<file path="config.mk">
export PLATFORM = sky130hd
export DESIGN_NAME = pulse_meas_top
export DESIGN_NICKNAME = d
export VERILOG_FILES = /design/src/rtl/pm_pkg.sv /design/src/rtl/pm_sync.sv /design/src/rtl/pm_ctrl.sv /design/src/rtl/pm_limits.sv /design/src/rtl/pulse_meas_top.sv
export SDC_FILE = /design/constraint.sdc
export NUM_CORES = 1
export LEC_CHECK = 0
export ABC_AREA = 0
export BUFFER_PORTS_ARGS = -buffer_cell sky130_fd_sc_hd__buf_2
export CORE_MARGIN = 4
export CORE_UTILIZATION = 35
export DETAILED_ROUTE_END_ITERATION = 8
export PLACE_DENSITY = 0.55
export SLEW_MARGIN = 20
export SYNTH_ARGS = -nofsm -noshare
export SYNTH_HDL_FRONTEND = slang
export SYNTH_SLANG_ARGS = --single-unit
</file>
<file path="constraint.sdc">
create_clock -name clk -period 3.95 [get_ports clk]
set_clock_uncertainty 0.2 [all_clocks]
set_input_delay 0.5925 -clock clk [delete_from_list [all_inputs] [get_ports clk]]
set_output_delay 0.5925 -clock clk [all_outputs]
set_load 0.05 [all_outputs]
</file>
<file path="src/rtl/pm_pkg.sv">
package pm_pkg;
    typedef enum logic [1:0] {
        S_IDLE,
        S_ARM,
        S_MEAS,
        S_HALT
    } pm_state_e;

    localparam int NFLAGS     = 6;
    localparam int FLAG_OVF   = 0;
    localparam int FLAG_STALL = 1;
    localparam int FLAG_WHI   = 2;
    localparam int FLAG_WLO   = 3;
    localparam int FLAG_PHI   = 4;
    localparam int FLAG_PLO   = 5;
endpackage

</file>
<file path="src/rtl/pm_sync.sv">
module pm_sync #(
    parameter int STAGES = 2
) (
    input  logic clk,
    input  logic rst_n,
    input  logic din,
    input  logic edge_sel,
    output logic start_e,
    output logic end_e
);
    localparam int LAST = STAGES;

    logic [LAST:0] sh_q;
    logic          synced;
    logic          prev;
    logic          rise;
    logic          fall;

    always_ff @(posedge clk or negedge rst_n) begin
        if (!rst_n) sh_q <= '0;
        else        sh_q <= {sh_q[LAST-1:0], din};
    end

    assign synced  = sh_q[LAST-1];
    assign prev    = sh_q[LAST];
    assign rise    = synced & ~prev;
    assign fall    = ~synced & prev;
    assign start_e = edge_sel ? fall : rise;
    assign end_e   = edge_sel ? rise : fall;
endmodule

</file>
<file path="src/rtl/pm_ctrl.sv">
module pm_ctrl
    import pm_pkg::*;
#(
    parameter int CNT_W = 16
) (
    input  logic             clk,
    input  logic             rst_n,
    input  logic             meas_en,
    input  logic             halt_req,
    input  logic             start_e,
    input  logic             end_e,
    output logic             wrap,
    output logic             stall_set,
    output logic [CNT_W-1:0] per_q,
    output logic [CNT_W-1:0] wid_q,
    output logic             per_stb_q,
    output logic             wid_stb_q
);
    localparam logic [CNT_W-1:0] CNT_MAX = '1;

    pm_state_e        state_q;
    pm_state_e        nxt;
    logic [CNT_W-1:0] cnt_q;
    logic             counting;

    // state register
    always_ff @(posedge clk or negedge rst_n) begin
        if (!rst_n) state_q <= S_IDLE;
        else        state_q <= nxt;
    end

    always_comb begin
        nxt = state_q;
        unique case (state_q)
            S_IDLE: if (meas_en) nxt = S_ARM;
            S_ARM: begin
                if (!meas_en)     nxt = S_IDLE;
                else if (halt_req) nxt = S_HALT;
                else if (start_e)  nxt = S_MEAS;
            end
            S_MEAS: begin
                if (!meas_en)      nxt = S_IDLE;
                else if (halt_req) nxt = S_HALT;
            end
            S_HALT: begin
                if (!meas_en)       nxt = S_IDLE;
                else if (!halt_req) nxt = S_ARM;
            end
        endcase
    end

    assign counting  = (state_q == S_ARM) || (state_q == S_MEAS);
    assign wrap      = counting && (cnt_q == CNT_MAX) && !start_e;
    assign stall_set = wrap && (state_q == S_ARM);

    // counter and capture outputs
    always_ff @(posedge clk or negedge rst_n) begin
        if (!rst_n) begin
            cnt_q     <= '0;
            per_q     <= '0;
            wid_q     <= '0;
            per_stb_q <= 1'b0;
            wid_stb_q <= 1'b0;
        end else begin
            per_stb_q <= 1'b0;
            wid_stb_q <= 1'b0;
            unique case (state_q)
                S_IDLE, S_HALT: cnt_q <= '0;
                S_ARM:          cnt_q <= start_e ? '0 : cnt_q + 1'b1;
                S_MEAS: begin
                    cnt_q <= start_e ? '0 : cnt_q + 1'b1;
                    if (nxt == S_MEAS) begin
                        if (start_e) begin
                            per_q     <= cnt_q + 1'b1;
                            per_stb_q <= 1'b1;
                        end
                        if (end_e) begin
                            wid_q     <= cnt_q + 1'b1;
                            wid_stb_q <= 1'b1;
                        end
                    end
                end
            endcase
        end
    end

    a_r4_arm_no_capture: assert property (@(posedge clk) disable iff (!rst_n)
        (state_q == S_ARM) |=> (!per_stb_q && !wid_stb_q));

    a_r8_halt_no_capture: assert property (@(posedge clk) disable iff (!rst_n)
        (state_q == S_HALT) |=> (!per_stb_q && !wid_stb_q));

    a_r10_wrap_to_zero: assert property (@(posedge clk) disable iff (!rst_n)
        wrap |=> (cnt_q == '0));

    a_r12_idle_quiet: assert property (@(posedge clk) disable iff (!rst_n)
        (state_q == S_IDLE) |=> (!per_stb_q && !wid_stb_q && cnt_q == '0));
endmodule

</file>
<file path="src/rtl/pm_limits.sv">
module pm_limits
    import pm_pkg::*;
#(
    parameter int CNT_W = 16
) (
    input  logic              clk,
    input  logic              rst_n,
    input  logic              per_stb,
    input  logic              wid_stb,
    input  logic [CNT_W-1:0]  per_v,
    input  logic [CNT_W-1:0]  wid_v,
    input  logic [CNT_W-1:0]  wid_max,
    input  logic [CNT_W-1:0]  wid_min,
    input  logic [CNT_W-1:0]  per_max,
    input  logic [CNT_W-1:0]  per_min,
    input  logic              ovf_set,
    input  logic              stall_set,
    input  logic [NFLAGS-1:0] clr,
    output logic [NFLAGS-1:0] flags_q
);
    logic [NFLAGS-1:0] set_v;

    always_comb begin
        set_v             = '0;
        set_v[FLAG_OVF]   = ovf_set;
        set_v[FLAG_STALL] = stall_set;
        set_v[FLAG_WHI]   = wid_stb && (wid_v > wid_max);
        set_v[FLAG_WLO]   = wid_stb && (wid_v < wid_min);
        set_v[FLAG_PHI]   = per_stb && (per_v > per_max);
        set_v[FLAG_PLO]   = per_stb && (per_v < per_min);
    end

    always_ff @(posedge clk or negedge rst_n) begin
        if (!rst_n) flags_q <= '0;
        else        flags_q <= (flags_q & ~clr) | set_v;
    end

    a_r7_set_wins: assert property (@(posedge clk) disable iff (!rst_n)
        (set_v != '0) |=> ((flags_q & $past(set_v)) == $past(set_v)));
endmodule

</file>
<file path="src/rtl/pulse_meas_top.sv">
module pulse_meas_top
    import pm_pkg::*;
#(
    parameter int CNT_W       = 16,
    parameter int SYNC_STAGES = 2
) (
    input  logic              clk,
    input  logic              rst_n,
    input  logic              pulse_in,
    input  logic              meas_en,
    input  logic              edge_sel,
    input  logic              halt_en,
    input  logic [CNT_W-1:0]  wid_max,
    input  logic [CNT_W-1:0]  wid_min,
    input  logic [CNT_W-1:0]  per_max,
    input  logic [CNT_W-1:0]  per_min,
    input  logic [NFLAGS-1:0] flag_clr,
    output logic [NFLAGS-1:0] flags,
    output logic [CNT_W-1:0]  period_out,
    output logic [CNT_W-1:0]  width_out,
    output logic              period_stb,
    output logic              width_stb
);
    logic start_e;
    logic end_e;
    logic wrap;
    logic stall_set;
    logic halt_req;

    assign halt_req = halt_en && (|flags[FLAG_PLO:FLAG_WHI]);

    pm_sync #(.STAGES(SYNC_STAGES)) u_sync (
        .clk      (clk),
        .rst_n    (rst_n),
        .din      (pulse_in),
        .edge_sel (edge_sel),
        .start_e  (start_e),
        .end_e    (end_e)
    );

    pm_ctrl #(.CNT_W(CNT_W)) u_ctrl (
        .clk       (clk),
        .rst_n     (rst_n),
        .meas_en   (meas_en),
        .halt_req  (halt_req),
        .start_e   (start_e),
        .end_e     (end_e),
        .wrap      (wrap),
        .stall_set (stall_set),
        .per_q     (period_out),
        .wid_q     (width_out),
        .per_stb_q (period_stb),
        .wid_stb_q (width_stb)
    );

    pm_limits #(.CNT_W(CNT_W)) u_limits (
        .clk       (clk),
        .rst_n     (rst_n),
        .per_stb   (period_stb),
        .wid_stb   (width_stb),
        .per_v     (period_out),
        .wid_v     (width_out),
        .wid_max   (wid_max),
        .wid_min   (wid_min),
        .per_max   (per_max),
        .per_min   (per_min),
        .ovf_set   (wrap),
        .stall_set (stall_set),
        .clr       (flag_clr),
        .flags_q   (flags)
    );
endmodule

</file>
== Word-level counts from Yosys, hierarchy flattened ==
Index checks and enable logic that the tools add are counted.

* Register bits: 61
* Input bits: 76
* Output and inout port bits: 40
* Logic and storage cells: 60

* Add/subtract/negate cells: 1
* Order comparisons: 4
* Equality and inequality tests: 5
* Multiplexer cells: 19
* Bitwise operators: 7
* Reduce and logical (&&, ||, !) cells: 16

{| class="wikitable"
|+ Operators with widths
! operator !! count
|-
| greater-than comparator 16 bit || 2
|-
| less-than comparator 16 bit || 2
|-
| case mux 16 bit (2 select lines) || 1
|-
| adder 16 x 1 -> 16 bit, second input constant || 1
|-
| == test 16 bit, second input constant || 1
|-
| 2-to-1 mux 16 bit || 1
|-
| 2-to-1 mux 2 bit || 8
|-
| logical AND 1 bit || 8
|-
| 2-to-1 mux 1 bit || 8
|-
| case mux 2 bit (4 select lines) || 1
|-
| bitwise AND 6 bit || 1
|-
| == test 2 bit, second input constant || 3
|-
| inverter 6 bit || 1
|-
| bitwise OR 6 bit || 1
|-
| AND reduction 3 bit || 2
|-
| OR reduction 2 bit || 2
|-
| OR reduction 4 bit || 1
|-
| bitwise AND 1 bit || 2
|-
| == test 2 x 1 -> 1 bit, second input constant || 1
|-
| zero test 2 bit || 1
|-
| inverter 1 bit || 2
|-
| zero test 1 bit || 1
|-
| logical OR 1 bit || 1
|}

== Longest topological paths before layout ==
* Depth in word-level cells: 10
* Depth in mapped cells: 8
* Gate-level depth less buffers: 7

== Modules after synthesis ==
Synthesis repeated with hierarchy kept, for this count alone.

* Cell total of the unflattened synthesis: 428
* Area total of the unflattened synthesis: 4299.1 µm²

{| class="wikitable"
|+ By module, submodules not included
! module !! times used !! cells each !! area an instance (µm²) !! seq. area each (µm²)
|-
| pm_ctrl || 1 || 180 || 2389.8 || 1301.2
|-
| pm_limits || 1 || 240 || 1789.2 || 150.1
|-
| pm_sync || 1 || 7 || 108.9 || 75.1
|-
| pulse_meas_top || 1 || 1 || 11.3 || 0.0
|}

== Worst setup path after synthesis ==
OpenSTA, ideal clock, no wires.

* Path kind: register to register
* Start: register u_ctrl.state_q[0]
* End: register u_ctrl.per_q[10]
* Setup time: 0.125 ns
* Arrival time: 2.403 ns
* Required time: 3.625 ns
* Path slack: 1.222 ns
* Stages on the path, launching flop included: 9
* Path buffers: 1
* Clock period less this slack: 2.728 ns
* Cell sequence: dfrtp_1 -> inv_1 -> ha_1 -> or4b_1 -> o311ai_1 -> a31oi_4 -> nor3_4 -> buf_8 -> mux2_4

* Cells in the longest elaborated chain, start to end: 6
* Elaborated cells on any way between the ends: 15
* Classes of those cells: eq/ne: 4; mux: 9; reduce/logical: 2

{| class="wikitable"
|+ RTL lines
! what !! RTL line !! source
|-
| start, declared || pm_ctrl.sv:21 || <nowiki>pm_state_e state_q;</nowiki>
|-
| start signal, assigned || pm_ctrl.sv:29 || <nowiki>else state_q <= nxt;</nowiki>
|-
| 2-to-1 mux 2 bit || pm_ctrl.sv:39 || <nowiki>else if (start_e) nxt = S_MEAS;</nowiki>
|-
| 2-to-1 mux 2 bit || pm_ctrl.sv:38 || <nowiki>else if (halt_req) nxt = S_HALT;</nowiki>
|-
| 2-to-1 mux 2 bit || pm_ctrl.sv:37 || <nowiki>if (!meas_en) nxt = S_IDLE;</nowiki>
|-
| case mux 2 bit (4 select lines) (*) || pm_ctrl.sv:34 || <nowiki>unique case (state_q)</nowiki>
|-
| net u_ctrl.nxt[0] || pm_ctrl.sv:22 || <nowiki>pm_state_e nxt;</nowiki>
|-
| == test 2 bit (*) || pm_ctrl.sv:72 || <nowiki>if (nxt == S_MEAS) begin</nowiki>
|-
| AND reduction 3 bit (no line) (*) || -- ||
|-
| end signal, assigned || pm_ctrl.sv:74 || <nowiki>per_q <= cnt_q + 1'b1;</nowiki>
|-
| end, declared || pm_ctrl.sv:14 || <nowiki>output logic [CNT_W-1:0] per_q,</nowiki>
|}

The timed path passes the listed nets; every way through them passes the cells marked *.
A chain may end at the register's enable or synchronous reset.

== Worst setup path after layout ==
* Start: register u_ctrl.state_q[0]
* End: register u_ctrl.per_q[7]

Same word-level chain as after synthesis.

==> impl_metrics.env <==
export IMPL_cp_startpoint="u_ctrl.state_q[0]$_DFF_PN0_"
export IMPL_pwr_density_cell_mw_per_mm2=308
export IMPL_tritoncts="done"
export IMPL_syn_to_final_growth_pct=23.7
export IMPL_routed_wl_um=10100
export IMPL_hold_path_class="primary input to async pin"
export IMPL_drv_cap=0
export IMPL_arrival_ps=2870
export IMPL_synth_seq_cells=61
export IMPL_worst_slew_pin_slew_ps=730
export IMPL_clk_insertion_delay_late_ps=320
export IMPL_route_detailed_drc=0
export IMPL_synth_area_leaders="dfrtp_1 (36%), ha_1 (20%), inv_1 (6.5%)"
export IMPL_cp_start_kind="flop"
export IMPL_vias=3464
export IMPL_grt_total_usage=0.149
export IMPL_endpoint="u_ctrl.per_q[7]$_DFFE_PN0P_"
export IMPL_cts_buffer_depth=2
export IMPL_grt_ovfl_total=0
export IMPL_period_share=0.727
export IMPL_synthDominantCellAreaShare=0.359
export IMPL_cts_setup_buffers=0
export IMPL_wl_per_cell_um=14.6
export IMPL_core_mm2=0.0120
export IMPL_diodes=0
export IMPL_netlist_area_mm2=0.00426
export IMPL_final_hold_viol_count=0
export IMPL_cp_end_kind="flop"
export IMPL_avgSynthCellArea_um2=10.2
export IMPL_ios=116
export IMPL_cts_hold_buf=0
export IMPL_dp_hpwl_um=8370
export IMPL_antenna_found_initial=0
export IMPL_grt_pass1_wl_um=17000
export IMPL_seq_area_frac_synth=0.359
export IMPL_drt_iter0_markers=97
export IMPL_cts_resized_gates=0
export IMPL_fin_setup_tns_ps=0
export IMPL_gp_congestion=0.862
export IMPL_synth_cell_type_count=45
export IMPL_yosysWarnings=0
export IMPL_fin_crit_ps=2870
export IMPL_r2r_start="u_ctrl.state_q[0]$_DFF_PN0_"
export IMPL_synth_edff_count=0
export IMPL_cp_max_fo=17
export IMPL_utilization=0.440
export IMPL_fin_nets=687
export IMPL_setup_viol=0
export IMPL_syn_inst=418
export IMPL_port_buffers=115
export IMPL_fillCellCount=1162
export IMPL_grt_pass1_vias=3566
export IMPL_relSlewSlack=0.513
export IMPL_ir_drop_mv=0.324
export IMPL_drive_gt1_frac=0.297
export IMPL_async_reset_ff_frac=1.00
export IMPL_drt_pre_antenna_iters=5
export IMPL_holdWs_ps=131
export IMPL_p_leak_nw=3.07
export IMPL_vias_per_cell=4.98
export IMPL_rr_worst_depth=8
export IMPL_rsz0062_at_grt="no"
export IMPL_finalWorstSetupSlack_ps=1080
export IMPL_synthTopCellsByCount="inv_1 (74), ha_1 (67), dfrtp_1 (61)"
export IMPL_clock_fmax_ghz=0.348
export IMPL_ant_nets=0
export IMPL_die_x_um=118
export IMPL_yosysMostFrequentCell="inv_1"
export IMPL_synth_top_flop_cell="dfrtp_1"
export IMPL_dp_cells=680
export IMPL_synth_fp_nets=561
export IMPL_regArea_mm2=0.00153
export IMPL_multi_input_comb_area_mm2=0.00242
export IMPL_die_y_um=118
export IMPL_crit_required_ps=3950
export IMPL_finalMaxSlewViolations=0
export IMPL_regToRegEndpoint="u_ctrl.per_q[7]$_DFFE_PN0P_"
export IMPL_cts_buffers=9
export IMPL_path_clk_slew_ps=50
export IMPL_status="complete, no violations"
export IMPL_die_area_mm2=0.0140
export IMPL_r2r_slack_ps=1080
export IMPL_fp_row_count=40
export IMPL_root_buffer="clkbuf_16"
export IMPL_yosys_area_top_type="dfrtp_1"
export IMPL_crit_type="flop to flop"
export IMPL_stdcell_count=695
export IMPL_clock_sinks=61
export IMPL_start_util=0.356
export IMPL_dp_slack_ps=1120
export IMPL_htree_levels=3
export IMPL_grt_start_max_net_pins=34
## worst max-delay path, stage by stage (launching register included)
cell,delay (ps)
dfrtp_1,450
inv_1,100
ha_1,280
or4b_1,530
o311ai_1,150
a31oi_4,180
nor3_4,200
buf_4,280
mux2_2,370
## how the worst min path moves through the flow
stage / startpoint / to / slack (ps) / cells after the start
final: rst_n / u_ctrl.wid_q[9]$_DFFE_PN0P_ / 130 / 1
after global routing: pulse_in / u_sync.sh_q[0]$_DFF_PN0_ / 170 / 1
after CTS: rst_n / u_ctrl.wid_q[9]$_DFFE_PN0P_ / 150 / 1
after detailed placement: u_sync.sh_q[0]$_DFF_PN0_ / u_sync.sh_q[1]$_DFF_PN0_ / 140 / 0
after global placement: u_sync.sh_q[0]$_DFF_PN0_ / u_sync.sh_q[1]$_DFF_PN0_ / 130 / 0
after floorplan: rst_n / u_ctrl.cnt_q[0]$_DFF_PN0_ / 100 / 0
## flip-flops by register name, indices dropped and copies added (netlist names)
signal / cells
u_ctrl.state_q: 2
u_ctrl.wid_stb_q: 1
u_ctrl.per_stb_q: 1
u_sync.sh_q: 3
u_limits.flags_q: 6
u_ctrl.cnt_q: 16
u_ctrl.per_q: 16
u_ctrl.wid_q: 16
## cells in the final DEF (no fill, tap or decap), types with 3 or more instances in the layout
master,instances
a31oi_1,3
mux2i_1,3
nor2_1,9
dfrtp_1,61
mux2_2,12
o22ai_1,5
or4_1,3
buf_4,3
nand2_1,22
and3_1,10
mux2_4,16
a211oi_1,4
o211ai_1,5
nand2b_1,4
a21oi_1,17
ha_1,67
xnor2_1,9
nand3_1,9
clkbuf_1,3
xor2_1,5
a22oi_1,3
a21o_1,7
buf_2,115
clkbuf_16,9
o21ai_0,13
nand4_1,13
inv_1,74
nor2b_1,15
## cell type report
class                           count  share of cell area
Clock buffer                       13              0.0475
Clock inverter                      2             0.00190
Inverter                           74              0.0527
Multi-Input combinational cell    280               0.459
Sequential cell                    61               0.290
Tap cell                          147              0.0349
Timing Repair Buffer              118               0.114
## per-layer routing
layer / vias to the layer above / GRT usage / part of all wire / routed length, um
met4: 0 / 0.0264 / 0.010 / 106
met1: 1670 / 0.179 / 0.44 / 4430
met5: - / 0 / 0 / 0
met2: 64 / 0.269 / 0.52 / 5240
li1: 1718 / - / - / -
met3: 12 / 0.0407 / 0.037 / 376
## power by group
| part | total [mW] | switching (mW) | leakage (nW) | internal (mW) |
|---|---|---|---|---|
| sequential | 0.674 | 0.0307 | 0.832 | 0.644 |
| clock | 0.681 | 0.246 | 0.129 | 0.435 |
| combinational | 0.268 | 0.164 | 2.10 | 0.104 |
## stage by stage
step | total power, mW | cell area [um^2]
3_3_place_gp | 0.945 | 5010
5_1_grt | 1.71 | 5270
2_1_floorplan | 0.846 | 4260
4_1_cts | 1.65 | 5270
6_report | 1.62 | 5270
3_5_place_dp | 0.954 | 5010
## cell families after synthesis
group | share of synthesized area
xor gates and xnor gates | 0.0288
and+or+nand+nor | 0.132
buffers and inverters | 0.0732
DFF | 0.359
adders and majority gates | 0.197
muxes | 0.100
AOI/OAI and AO/OA | 0.110
No activity file was read; power rests on OpenSTA's default activity.
